==> src/rtl/sclk_pkg.sv <==
`timescale 1ns/1ps
package sclk_pkg;
  // Phase of the SCL timer
  typedef enum logic [1:0] {
    ST_IDLE  = 2'd0,
    ST_SETUP = 2'd1,
    ST_LOW   = 2'd2,
    ST_HIGH  = 2'd3
  } sclk_state_e;

  // Fixed part of every SCL period, in ticks
  localparam int unsigned BASE_TICKS = 20;
  // Ticks added per gap step
  localparam int unsigned GAP_STEP   = 8;
  // Offset between the setup code and the setup length in ticks
  localparam int unsigned LEAD_OFS   = 2;
endpackage

==> src/rtl/sclk_prescale.sv <==
`timescale 1ns/1ps
module sclk_prescale #(
  parameter int unsigned PRE_W       = 3,
  parameter int unsigned PCLK_KHZ    = 50000,
  parameter int unsigned ICK_MAX_KHZ = 20000
) (
  input  logic             clk,
  input  logic             rst_n,
  input  logic             run,
  input  logic [PRE_W-1:0] pre_div,
  output logic             tick
);
  logic [PRE_W-1:0] pcnt_q, pcnt_d;
  logic             pcnt_en;

  always_comb begin
    tick    = run && (pcnt_q == pre_div);
    pcnt_en = run || (pcnt_q != '0);
    if (!run || tick) pcnt_d = '0;
    else              pcnt_d = pcnt_q + 1'b1;
  end

  always_ff @(posedge clk or negedge rst_n) begin
    if (!rst_n)       pcnt_q <= '0;
    else if (pcnt_en) pcnt_q <= pcnt_d;
  end


  tick_spacing_chk: assert property (@(posedge clk) disable iff (!rst_n)
    (tick && pre_div != '0) |=> !tick);


  ick_rate_chk: assert property (@(posedge clk) disable iff (!rst_n)
    run |-> ((PCLK_KHZ / (32'(pre_div) + 32'd1)) < ICK_MAX_KHZ));
endmodule

==> src/rtl/sclk_phase_len.sv <==
`timescale 1ns/1ps
module sclk_phase_len
  import sclk_pkg::*;
#(
  parameter int unsigned DIV_W  = 6,
  parameter int unsigned COMP_W = 6,
  parameter int unsigned PER_W  = 10
) (
  input  logic [DIV_W-1:0]  gap_steps,
  input  logic [COMP_W-1:0] edge_comp,
  output logic [PER_W-1:0]  low_len,
  output logic [PER_W-1:0]  high_len
);
  logic [PER_W-1:0] period;

  always_comb begin
    period   = PER_W'(BASE_TICKS)
             + (PER_W'(gap_steps) << $clog2(GAP_STEP))
             + PER_W'(edge_comp);
    low_len  = (period + PER_W'(1)) >> 1;
    high_len = period >> 1;
  end
endmodule

==> src/rtl/sclk_lead_reg.sv <==
`timescale 1ns/1ps
module sclk_lead_reg
  import sclk_pkg::*;
#(
  parameter int unsigned LEAD_W   = 4,
  parameter int unsigned LEAD_RST = 4,
  localparam int unsigned LT_W    = LEAD_W + 1
) (
  input  logic              clk,
  input  logic              rst_n,
  input  logic              wr,
  input  logic [LEAD_W-1:0] din,
  output logic [LT_W-1:0]   lead_ticks
);
  logic [LEAD_W-1:0] code_q;

  always_ff @(posedge clk or negedge rst_n) begin
    if (!rst_n)  code_q <= LEAD_W'(LEAD_RST);
    else if (wr) code_q <= din;
  end

  assign lead_ticks = LT_W'(code_q) + LT_W'(LEAD_OFS);


  lead_load_chk: assert property (@(posedge clk) disable iff (!rst_n)
    wr |=> (lead_ticks == LT_W'($past(din)) + LT_W'(LEAD_OFS)));
endmodule

==> src/rtl/sclk_phase_fsm.sv <==
`timescale 1ns/1ps
module sclk_phase_fsm
  import sclk_pkg::*;
#(
  parameter int unsigned PER_W = 10,
  parameter int unsigned LT_W  = 5,
  localparam int unsigned CNT_W = (PER_W > LT_W) ? PER_W : LT_W
) (
  input  logic             clk,
  input  logic             rst_n,
  input  logic             run,
  input  logic             tick,
  input  logic             scl_in,
  input  logic [PER_W-1:0] low_len,
  input  logic [PER_W-1:0] high_len,
  input  logic [LT_W-1:0]  lead_ticks,
  output logic             scl_en,
  output logic             setup_stb,
  output logic             change_stb,
  output logic             sample_stb
);
  sclk_state_e      st_q, st_d;
  logic [CNT_W-1:0] cnt_q, cnt_d;
  logic             smp_q, smp_d;
  logic             step_en;

  always_comb begin
    st_d       = st_q;
    cnt_d      = cnt_q;
    smp_d      = smp_q;
    setup_stb  = 1'b0;
    change_stb = 1'b0;
    sample_stb = 1'b0;
    if (!run) begin
      st_d  = ST_IDLE;
      cnt_d = '0;
      smp_d = 1'b0;
    end else begin
      unique case (st_q)
        ST_IDLE: begin
          setup_stb = 1'b1;
          st_d      = ST_SETUP;
          cnt_d     = CNT_W'(lead_ticks) - 1'b1;
        end
        ST_SETUP: begin
          if (tick) begin
            if (cnt_q == '0) begin
              change_stb = 1'b1;
              st_d       = ST_LOW;
              cnt_d      = CNT_W'(low_len) - 1'b1;
            end else begin
              cnt_d = cnt_q - 1'b1;
            end
          end
        end
        ST_LOW: begin
          if (tick) begin
            if (cnt_q == '0) begin
              st_d  = ST_HIGH;
              cnt_d = CNT_W'(high_len) - 1'b1;
              smp_d = 1'b0;
            end else begin
              cnt_d = cnt_q - 1'b1;
            end
          end
        end
        ST_HIGH: begin
          if (tick && scl_in) begin
            sample_stb = !smp_q;
            smp_d      = 1'b1;
            if (cnt_q == '0) begin
              change_stb = 1'b1;
              st_d       = ST_LOW;
              cnt_d      = CNT_W'(low_len) - 1'b1;
            end else begin
              cnt_d = cnt_q - 1'b1;
            end
          end
        end
        default: st_d = ST_IDLE;
      endcase
    end
  end

  assign step_en = run || (st_q != ST_IDLE);

  always_ff @(posedge clk or negedge rst_n) begin
    if (!rst_n) begin
      st_q  <= ST_IDLE;
      cnt_q <= '0;
      smp_q <= 1'b0;
    end else if (step_en) begin
      st_q  <= st_d;
      cnt_q <= cnt_d;
      smp_q <= smp_d;
    end
  end

  assign scl_en = (st_q != ST_LOW);


  half_split_chk: assert property (@(posedge clk) disable iff (!rst_n)
    run |-> (low_len >= high_len) && ((low_len - high_len) <= PER_W'(1)));


  setup_once_chk: assert property (@(posedge clk) disable iff (!rst_n)
    setup_stb |=> !setup_stb);


  change_fall_chk: assert property (@(posedge clk) disable iff (!rst_n)
    change_stb |=> !scl_en);


  sample_high_chk: assert property (@(posedge clk) disable iff (!rst_n)
    sample_stb |-> (scl_in && scl_en));


  stretch_hold_chk: assert property (@(posedge clk) disable iff (!rst_n)
    (run && st_q == ST_HIGH && !scl_in) |=> (st_q == ST_HIGH) && $stable(cnt_q));


  stop_release_chk: assert property (@(posedge clk) disable iff (!rst_n)
    !run |=> scl_en);
endmodule

==> src/rtl/i2c_sclk_timer.sv <==
`timescale 1ns/1ps
module i2c_sclk_timer #(
  parameter int unsigned PRE_W       = 3,
  parameter int unsigned DIV_W       = 6,
  parameter int unsigned COMP_W      = 6,
  parameter int unsigned LEAD_W      = 4,
  parameter int unsigned LEAD_RST    = 4,
  parameter int unsigned PCLK_KHZ    = 50000,
  parameter int unsigned ICK_MAX_KHZ = 20000
) (
  input  logic              clk,
  input  logic              rst_n,
  input  logic              run,
  input  logic [PRE_W-1:0]  pre_div,
  input  logic [DIV_W-1:0]  gap_steps,
  input  logic [COMP_W-1:0] edge_comp,
  input  logic              lead_wr,
  input  logic [LEAD_W-1:0] lead_din,
  input  logic              scl_in,
  output logic              tick,
  output logic              scl_en,
  output logic              setup_stb,
  output logic              change_stb,
  output logic              sample_stb
);
  localparam int unsigned PER_MAX = sclk_pkg::BASE_TICKS
                                  + sclk_pkg::GAP_STEP * ((2 ** DIV_W) - 1)
                                  + ((2 ** COMP_W) - 1);
  localparam int unsigned PER_W   = $clog2(PER_MAX + 1);
  localparam int unsigned LT_W    = LEAD_W + 1;

  logic [1:0]       rst_sync_q;
  logic             rst_n_i;
  logic [PER_W-1:0] low_len, high_len;
  logic [LT_W-1:0]  lead_ticks;

  // Reset asserts asynchronously and releases on a clock edge
  always_ff @(posedge clk or negedge rst_n) begin
    if (!rst_n) rst_sync_q <= 2'b00;
    else        rst_sync_q <= {rst_sync_q[0], 1'b1};
  end
  assign rst_n_i = rst_sync_q[1];

  sclk_prescale #(
    .PRE_W(PRE_W), .PCLK_KHZ(PCLK_KHZ), .ICK_MAX_KHZ(ICK_MAX_KHZ)
  ) u_pre (
    .clk(clk), .rst_n(rst_n_i), .run(run), .pre_div(pre_div), .tick(tick)
  );

  sclk_phase_len #(
    .DIV_W(DIV_W), .COMP_W(COMP_W), .PER_W(PER_W)
  ) u_len (
    .gap_steps(gap_steps), .edge_comp(edge_comp),
    .low_len(low_len), .high_len(high_len)
  );

  sclk_lead_reg #(
    .LEAD_W(LEAD_W), .LEAD_RST(LEAD_RST)
  ) u_lead (
    .clk(clk), .rst_n(rst_n_i), .wr(lead_wr), .din(lead_din),
    .lead_ticks(lead_ticks)
  );

  sclk_phase_fsm #(
    .PER_W(PER_W), .LT_W(LT_W)
  ) u_fsm (
    .clk(clk), .rst_n(rst_n_i), .run(run), .tick(tick), .scl_in(scl_in),
    .low_len(low_len), .high_len(high_len), .lead_ticks(lead_ticks),
    .scl_en(scl_en), .setup_stb(setup_stb), .change_stb(change_stb),
    .sample_stb(sample_stb)
  );


  idle_release_chk: assert property (@(posedge clk) disable iff (!rst_n_i)
    $rose(run) |-> scl_en);
endmodule

==> config.mk <==
export PLATFORM = sky130hd
export DESIGN_NAME = i2c_sclk_timer
export DESIGN_NICKNAME = d
export VERILOG_FILES = /design/src/rtl/sclk_pkg.sv /design/src/rtl/sclk_prescale.sv /design/src/rtl/sclk_phase_len.sv /design/src/rtl/sclk_lead_reg.sv /design/src/rtl/sclk_phase_fsm.sv /design/src/rtl/i2c_sclk_timer.sv
export SDC_FILE = /design/constraint.sdc
export NUM_CORES = 1
export LEC_CHECK = 0
export BUFFER_PORTS_ARGS = -buffer_cell sky130_fd_sc_hd__buf_2
export CORE_UTILIZATION = 40
export CTS_BUF_LIST = sky130_fd_sc_hd__clkbuf_4 sky130_fd_sc_hd__clkbuf_8
export DETAILED_ROUTE_END_ITERATION = 8
export SLEW_MARGIN = 25
export SYNTH_ARGS = -nofsm -noshare
export SYNTH_HDL_FRONTEND = slang
export SYNTH_HIERARCHICAL = 1
export SYNTH_SLANG_ARGS = --single-unit
export TNS_END_PERCENT = 20
==> constraint.sdc <==
create_clock -name clk -period 1.9 [get_ports clk]
set_input_delay 0.475 -clock clk [delete_from_list [all_inputs] [get_ports clk]]
set_output_delay 0.475 -clock clk [all_outputs]
set_load 0.02 [all_outputs]
## Word level (Yosys, flattened, before mapping)

Index checks and enable logic that the tools add are counted.
Widths: inputs -> output; s select.

- Register bits after elaboration: 22
- Bits of input ports: 24
- Output and inout port bits: 5
- Word-level logic and storage cells: 69

- Add/sub/neg operators: 9
- Equality and inequality tests: 10
- Muxes and demuxes: 30
- Reduce and logical (&&, ||, !) cells: 14

Operators with widths:

| operator | count |
|---|---|
| $mux 10 | 6 |
| $pmux 10 s4 | 1 |
| $sub 9x1->10 const B | 2 |
| $mux 1 | 13 |
| $mux 2 | 6 |
| $ne 3x2->1 const B | 4 |
| $add 10x1->10 const B | 1 |
| $add 10x6->10 | 1 |
| $add 5x9->10 const A | 1 |
| $logic_not 10->1 | 1 |
| $reduce_and 5->1 | 2 |
| $sub 10x1->10 const B | 1 |
| $pmux 2 s4 | 1 |
| $sub 5x1->6 const B | 1 |
| $add 4x2->5 const B | 1 |
| $eq 2x2->1 const B | 2 |
| $pmux 1 s2 | 2 |
| $reduce_and 4->1 | 1 |
| $add 3x1->3 const B | 1 |
| $eq 3x3->1 | 1 |
| $logic_or 1x1->1 | 3 |
| $mux 3 | 1 |
| $ne 3x1->1 const B | 1 |
| $reduce_bool 3->1 | 1 |
| 6 further kinds | 8 |

## Depth between registers and ports, before layout

Gate-level depths: netlist of the first run.

- Depth in word-level cells: 8
- Gate-level depth with buffers: 13
- Gate-level depth less buffers: 13

## Modules after synthesis

The synthesis of the first run kept the hierarchy.

Modules (own cells, without submodules):

| module | instances | cells an instance | area each (sq um) | seq. area each (sq um) |
|---|---|---|---|---|
| sclk_phase_fsm | 1 | 203 | 1512.7 | 325.3 |
| sclk_phase_len | 1 | 56 | 447.9 | 0.0 |
| sclk_prescale | 1 | 21 | 202.7 | 75.1 |
| sclk_lead_reg | 1 | 13 | 185.2 | 101.3 |
| i2c_sclk_timer | 1 | 3 | 53.8 | 50.0 |

## Least setup slack after synthesis of the first run

Ideal clock, no wire load.

- Path type: input -> register
- Start: input gap_steps[0]
- End: register u_fsm.cnt_q[8]
- Setup time: 121 ps
- Arrival time: 3350 ps
- Data required time: 1779 ps
- Slack: -1571 ps
- Stages on the path: 11
- Buffers on the path: 0
- Path through: ha_1 > ha_1 > fa_1 > xor2_2 > and4bb_1 > nor2_1 > or4b_2 > nor4_1 > xnor2_1 > a31oi_1 > a22o_1

- Word-level cells in the longest chain between the ends: 8
- Elaborated cells on any way between the ends: 12
- Classes of those cells: add/sub (5); mux (7)

Ends and longest elaborated chain:

| what | RTL line | text |
|---|---|---|
| from (decl) | i2c_sclk_timer.sv:15 | `input logic [DIV_W-1:0] gap_steps,` |
| $add 5x9->10 (*) | sclk_phase_len.sv:18 | `+ (PER_W'(gap_steps) << $clog2(GAP_STEP))` |
| $add 10x6->10 (*) | sclk_phase_len.sv:19 | `+ PER_W'(edge_comp);` |
| via high_len[4] | i2c_sclk_timer.sv:34 | `logic [PER_W-1:0] low_len, high_len;` |
| $add 10x1->10 (*) | sclk_phase_len.sv:20 | `low_len = (period + PER_W'(1)) >> 1;` |
| via low_len[4] | i2c_sclk_timer.sv:34 |  |
| $sub 9x1->10 (*) | sclk_phase_fsm.sv:50, sclk_phase_fsm.sv:74 |  |
| $mux 10 (*) | sclk_phase_fsm.sv:47, sclk_phase_fsm.sv:71 |  |
| $mux 10 (on tied branches) | sclk_phase_fsm.sv:68, sclk_phase_fsm.sv:46 |  |
| $pmux 10 s4 (*) | sclk_phase_fsm.sv:39 | `unique case (st_q)` |
| $mux 10 (*) | sclk_phase_fsm.sv:34 | `if (!run) begin` |
| to (signal assigned) | sclk_phase_fsm.sv:94 | `cnt_q <= cnt_d;` |
| to (decl) | sclk_phase_fsm.sv:23 | `logic [CNT_W-1:0] cnt_q, cnt_d;` |

Mark *: on every way through the listed nets, which the timed path passes. The rest lies on a longest branch. The select of a mux whose other input is x is not followed.
A chain may end at the register's enable or synchronous reset.

## Final worst setup path of the first run

- Start: input gap_steps[0]
- End: register u_fsm.cnt_q[6]

The elaborated chain is that of the path after synthesis.

==> impl_results.md, run 1 <==
* Status: complete, but fails checks
* Violated checks: setup timing
* Area Overhead vs Synth at 43.2%
* Instance count of the mapped netlist at 296
* Final Power at 2810 uW
* Crit. End Element: flop
* # nets final at approximately 440
* First-pass GRT wire length at around 11 mm
* CP Launch Type: input port
* Share of the synthesized area in the top cell type at between 20% and 30%
* Synth Area in Simple Gates at between 20% and 30%
* DRC violation count after routing at 0
* Max-cap violations at 0
* Pin count of the biggest net entering global routing at 21
* Root buffer cell: clkbuf_8
* Pwr dens at a little over 800 mW/mm^2
* Place WS at -1550 ps
* Clock transition at path regs at about 90 ps
* Drt pass-1 iters at 7
* Initial antenna violation count at 0
* H-Tree Depth at 1
* Drt via density at about 5.5
* Die Ht at slightly below 80 um
* IO buf count at 28
* Worst setup path category: input port to flop
* Vias in the first global route at 2,358
* Complex-gate fraction of the synthesized area at between 15 and 20%
* Critical Path RT at just over 2000 ps
* Count of cell types in the netlist at 63
* Post-synth EDFFs at 0
* Buf+Inv Stages, Crit Path at 4
* Yosys warns at 6
* Diodes inserted at 0
* Area contributors post-synth: dfrtp_1 22%, ha_1 8.3%, xor2_1 5.5%, xnor2_1 4.7%, nand2_1 3.8%
* Num CTS Buffers at 3
* Arr. time, crit path at roughly 3200 ps
* Share of layout cells above drive strength 1 at between 40% and 50%
* Top delay family on crit path: simple AND/OR/NAND/NOR gates
* Final hold violations at 0
* Leakage power at 0.00161 uW
* Sequential area share after synthesis at 23.0%
* Buffer depth of the longest clock path at 2
* Vias at between 2,000 and 3,000
* Synth Area in XOR/XNOR at a little over a tenth
* Post-Synth Adder-Cell Area at under 10%
* Post-route ant nets at 0
* Worst Hold Margin at around 200 ps
* Stages on the worst setup path at 15
* Final wirelength at around 6.5 mm
* Remaining Overflow, GRT at 0
* Routed wire per std cell at about 14 um
* Post-synth top area cell: dfrtp_1
* Fin crit share at 161%
* Final GP Congestion at approximately 0.87
* # setup viols final at 15
* Crit path cell chain: buf_8 -> ha_4 -> ha_4 -> fa_2 -> xor2_4 -> and4bb_2 -> buf_6 -> nor2_4 -> or4b_4 -> buf_4 -> buf_6 -> nor2_2 -> xnor2_1 -> and3_1 -> o21ai_1
* IO Count at 29
* Most common flop cell mapped by yosys: dfrtp_1
* Fmax at around 330 MHz
* Slew Limit Fails at 0
* Maximum vdd drop at about 440 uV
* Netlist Area Pre-Place at 0.00240 mm^2
* All-Layer GR Usage at 21.2%
* Post-DP HPWL at between 5 and 6 mm
* Post-synth ARST share at 100%
* CTS tree: yes
* Main combinational cell family by area after synthesis: simple AND/OR/NAND/NOR gates
* Area of the core at around 0.0056 mm^2
* Worst min path class: flop to async pin
* Placement Rows at 27
* Worst skew pair latency at between 200 and 300 ps
* Seq cells post-synth at 22
* Setup TNS at -8870 ps
* Clock skew at 9.21 ps
* Unrepaired setup endpoints after global routing: yes
* Crit path max-delay cell type: or4b_4
* Die Span X at around 79 um
* Crit path max fanout at 2
* Min Tclk post-route at 3070 ps
* Die area at 0.00632 mm^2
* Initial drt markers at ~180
* Final worst slack at -1170 ps
* Post-synthesis mux area share at under 10%
* Final Util at about 61%
* Clock sinks at 22
* Initial core utilization at ~43%
* Worst reg-to-reg path cell count at 8
* Slowest stage delay, CP at 560 ps
* Synthesized area per cell at between 8 and 9 um^2
[path summary, 6_finish.rpt]
check | from | end | slack [ps]
max in group asynchronous | rst_n | rst_sync_q[1] | 1280
worst max register to register | u_pre/pcnt_q[0] | u_fsm/cnt_q[9] | -410
worst max-delay path | gap_steps[0] | u_fsm/cnt_q[6] | -1170
min in group clk | rst_sync_q[0] | rst_sync_q[1] | 360
worst min-delay path | rst_sync_q[1] | u_fsm/cnt_q[5] | 200
worst min register to register | rst_sync_q[1] | u_fsm/cnt_q[5] | 200
[logic make-up (layout without fill, tap and decap cells)]
| family | Yosys count | in the layout |
|---|---|---|
| flops | 22 | 22 |
| xor+xnor | 29 | 29 |
| buf+inv | 38 | 134 |
| other cells | 2 | 3 |
| fa+ha+maj | 17 | 17 |
| compound gates | 67 | 67 |
| simple gates | 116 | 116 |
| mux | 5 | 5 |
[what timing repair did]
| item | 4_1_cts | 5_1_grt |
|---|---|---|
| resized for setup | 16 | 26 |
| endpoints found under the hold margin | 2 | 0 |
| pin swaps | 9 | 11 |
| endpoints found under the setup margin | 16 | 18 |
| buffers inserted | 2 | 2 |
| gates cloned | 0 | 0 |
| hold buffers | 1 | 0 |
[metrics by stage]
| stage | std cells | cell area (um^2) |
|---|---|---|
| detailed placement | 456 | 3180 |
| CTS | 463 | 3320 |
| global placement | 456 | 3180 |
| finish | 465 | 3440 |
| global route | 465 | 3440 |
| floorplan | 297 | 2470 |
[cells in the final DEF, fill, tap and decap left out, drive strengths merged, types with 4 or more instances in the layout]
cell type  count
a211oi         4
a21oi          7
a31oi          6
and3           9
buf          107
clkbuf         4
dfrtp         21
ha            16
inv           22
mux2           5
nand2         24
nand2b         4
nand3          5
nor2          19
nor3          16
nor3b          4
nor4           9
o21ai         14
o22ai          4
o31ai          4
or3            4
or4            4
xnor2         13
xor2          16
[final cells by class]
class	count	area, um^2
multi-input combinational	237	1870
clock buffer	4	55.1
timing repair buffer	108	791
inverter	22	82.6
sequential	22	552
tap	72	90.1
fill	506	2200
[metal layers]
metal  vias up  GRT usage, %  share of wire [%]
met4         0          4.00                1.1
met3        10          2.86                4.0
met1      1209          29.6                 49
li1       1259             -                  -
met2        73          34.7                 46
met5         -             0                  0
[flip-flops by register name, summed over array words and instances, names as in the netlist]
signal	cells
rst_sync_q	2
u_fsm/smp_q	1
u_pre/pcnt_q	3
u_lead/code_q	4
u_fsm/cnt_q	10
u_fsm/st_q	2
[report_power, final]
part	switching (uW)	internal (uW)	total (uW)
registers	59.9	559	619
clock network	159	185	344
logic	925	925	1850
total	1140	1670	2810
[cell usage after synthesis, drive strengths merged, types with 3 or more instances]
cell type / count
a211oi: 4
a21o: 3
a21oi: 7
a22o: 3
a31oi: 6
a32o: 3
and2: 3
and3: 9
buf: 8
clkbuf: 8
dfrtp: 21
ha: 16
inv: 22
mux2: 5
nand2: 24
nand2b: 4
nand3: 5
nor2: 19
nor2b: 3
nor3: 16
nor3b: 4
nor4: 9
o21a: 3
o21ai: 14
o22ai: 4
o31ai: 4
or3: 4
or4: 4
xnor2: 13
xor2: 16
Power figures use the tool's default switching activity.
==> inputs of run 2 (changes only) <==
--- a/config.mk
+++ b/config.mk
@@ -10,4 +10,5 @@
 export CTS_BUF_LIST = sky130_fd_sc_hd__clkbuf_4 sky130_fd_sc_hd__clkbuf_8
 export DETAILED_ROUTE_END_ITERATION = 8
+export SKIP_CTS_REPAIR_TIMING = 1
 export SLEW_MARGIN = 25
 export SYNTH_ARGS = -nofsm -noshare
==> constraint.sdc (replaced) <==
create_clock -name clk -period 1.9 [get_ports clk]
set_input_delay 0.38 -clock clk [delete_from_list [all_inputs] [get_ports clk]]
set_output_delay 0.38 -clock clk [all_outputs]
set_load 0.02 [all_outputs]
==> run 2 against run 1 <==
The flow still finishes with violations (setup timing). Sequential power about the same. Flip-flop and latch count unchanged. First-iteration DRC count down 39%. Clock power barely moved. Non-clock buffer count decreased by 5. Design area decreased by 0.33%. Largest cell class unchanged.
==> impl_results.md, run 2 (synthesis gave the netlist of run 1 again) <==
* Share of layout cells above drive strength 1 at 38.7% (-1.5 points)
* IO Count at 29 (unchanged)
* DRC violation count after routing at 0 (unchanged)
* Storage cell area at 552 um^2 (unchanged)
* CP dominant cell by count: ha_4
* Slowest stage delay, CP at 550 ps (about the same)
* Diodes inserted at 0 (unchanged)
* Pin count of the biggest net entering global routing at 21 (unchanged)
* Post-DP HPWL at 5.07 mm (-1.8%)
* Largest Register: u_fsm/cnt_q
* Fin crit share at 155% (-6.7 points)
* Number of flip-flops under the largest register name at 10 (unchanged)
* Routed wire per std cell at 13.8 um (-1.3%)
* Initial drt markers at 112 (-39%)
* Final worst slack at -1040 ps (+126 ps)
* Placement Rows at 27 (unchanged)
* CTS tree: yes
* Most frequent cells in the layout: 71 x buf_4, 24 x nand2_1, 23 x buf_2
* Initial core utilization at 42.6% (unchanged)
* Remaining Overflow, GRT at 0 (unchanged)
* Leading registers by flop count: u_fsm/cnt_q: 10 flops, u_lead/code_q: 4 flops, u_pre/pcnt_q: 3 flops
* Switching Fraction at 40.9% (+0.24 points)
* Drt via density at 5.30 (-3.4%)
* Reg-to-reg endpoint: u_fsm/cnt_q[9]
* Fillers at 519 (+2.6%)
* Final hold violations at 0 (unchanged)
* Clock skew at 5.86 ps (-3.36 ps)
* Drt pass-1 iters at 4 (-3)
* Worst min path class: flop to async pin
* Dpl cell area at 0.00316 mm^2 (-0.71%)
* Crit path max fanout at 3 (+1)
* Leakage power at 0.00157 uW (-2.5%)
* Die Span X at 79.5 um (unchanged)
* Combinational share of power at 65.6% (-0.2 points)
* Num CTS Buffers at 3 (unchanged)
* IO buf count at 28 (unchanged)
* Worst skew pair latency at 270 ps (about the same)
* Initial antenna violation count at 0 (unchanged)
* Final Util at 60.8% (-0.20 points)
* Area of the core at 0.00564 mm^2 (unchanged)
* Die Ht at 79.5 um (unchanged)
* Clock transition at path regs at 80 ps (about the same)
* Crit Reg-Reg Startpoint: u_pre/pcnt_q[0]
* Area Overhead vs Synth at 42.7%
* Pwr dens at 816 mW/mm^2 (-0.22%)
* Unrepaired setup endpoints after global routing: yes
* Post-route cell area at 0.00343 mm^2 (-0.33%)
* Maximum vdd drop at 470 uV (+6.3%)
* Worst setup path category: input port to flop
* Multi-input gate area at 0.00190 mm^2 (+1.5%)
* # nets final at 430 (-1.1%)
* All-Layer GR Usage at 20.8% (-0.44 points)
* Worst setup path startpoint: gap_steps[0]
* Critical Path RT at 2110 ps (+60 ps)
* H-Tree Depth at 1 (unchanged)
* Violated checks: setup timing
* Arr. time, crit path at 3150 ps (-60 ps)
* Final GP Congestion at 0.886 (+1.8%)
* Commonest non-fill, non-tap cell in the layout: buf_4
* Root buffer cell: clkbuf_8
* First-pass GRT wire length at 10.3 mm (-2.8%)
* # setup viols final at 12 (-3)
* Post-route ant nets at 0 (unchanged)
* Min Tclk post-route at 2940 ps (-126 ps)
* Fmax at 340 MHz (+4.3%)
* Vias at 2,438 (-4.4%)
* CP Launch Type: input port
* Buffer depth of the longest clock path at 2 (unchanged)
* Vias in the first global route at 2,287 (-3.0%)
* Crit. End Element: flop
* Final wirelength at 6.34 mm (-2.4%)
* Die area at 0.00632 mm^2 (unchanged)
* Int Power at 1650 uW (-0.95%)
* Crit path max-delay cell type: or4_4
* Net switching power at 1140 uW (about the same)
* Slew Limit Fails at 0 (unchanged)
* Crit path cell chain: buf_8 -> ha_4 -> ha_4 -> fa_2 -> xor2_4 -> and4bb_2 -> nor3b_4 -> xor2_2 -> or4_4 -> nor4_4 -> nor3_1 -> o22ai_1 -> a22o_1
* Clock share of power at 12.2% (about the same)
* Max-cap violations at 0 (unchanged)
* Reg2Reg Setup Slack at -350 ps (+60 ps)
* Worst reg-to-reg path cell count at 8 (unchanged)
* Status: complete, but fails checks
* Reg power frac at 22.1% (about the same)
* Clock sinks at 22 (unchanged)
[run 2: cell count changes in the layout (fill, tap and decap cells not counted), sizes merged]
cell  delta
buf      -5
[run 2: per-stage QoR]
| step | hold WS, ps | std cells | setup TNS (ps) | setup WS (ps) | power [uW] |
|---|---|---|---|---|---|
| 6_report | 210 | 460 | -7560 | -1040 | 2800 |
| 5_1_grt | 273 | 460 | -8850 | -1150 | 3020 |
| 4_1_cts | -122 | 457 | -8530 | -1160 | 2630 |
| 3_5_place_dp | 167 | 453 | -10110 | -1430 | 2280 |
| 3_3_place_gp | 165 | 453 | -9830 | -1370 | 2250 |
| 2_1_floorplan | 84.4 | 297 | -8490 | -1210 | 1650 |
[run 2: power groups by stage]
stage | clock [uW] | combinational [uW] | sequential [uW]
2_1_floorplan | 0 | 1010 | 644
3_3_place_gp | 0 | 1630 | 623
3_5_place_dp | 0 | 1650 | 627
4_1_cts | 350 | 1660 | 618
5_1_grt | 373 | 2020 | 632
6_report | 343 | 1830 | 619
[run 2: how the worst max path moves through the flow]
stage	to	slack (ps)	cells after the start
6_report	u_fsm/cnt_q[9]	-1040	13
5_1_grt	u_fsm/cnt_q[9]	-1150	13
4_1_cts	u_fsm/cnt_q[9]	-1160	13
3_5_place_dp	u_fsm/cnt_q[9]	-1430	13
3_3_place_gp	u_fsm/cnt_q[9]	-1370	13
2_1_floorplan	u_fsm/cnt_q[9]	-1210	12
[run 2: final cells by class]
cell class	count	area share, %
clock buffer	4	1.61
timing repair buffer	103	21.9
tap	72	2.63
multi-input combinational	237	55.3
sequential	22	16.1
inverter	22	2.41
[run 2: worst max-delay path, delay by kind of cell]
family	cells	cell delay [ps]
AO/OA/AOI/OAI	2	250
XOR/XNOR	2	400
adder cells (fa/ha/maj)	3	830
buffers and inverters	1	100
AND/OR/NAND/NOR	5	1200
[run 2: metal layers]
| metal | wire, um | up-vias | global-route usage [%] |
|---|---|---|---|
| met4 | 51 | 0 | 3.27 |
| met5 | 0 | - | 0 |
| met2 | 2870 | 44 | 32.6 |
| met1 | 3200 | 1138 | 30.5 |
| li1 | - | 1251 | - |
| met3 | 211 | 5 | 2.74 |
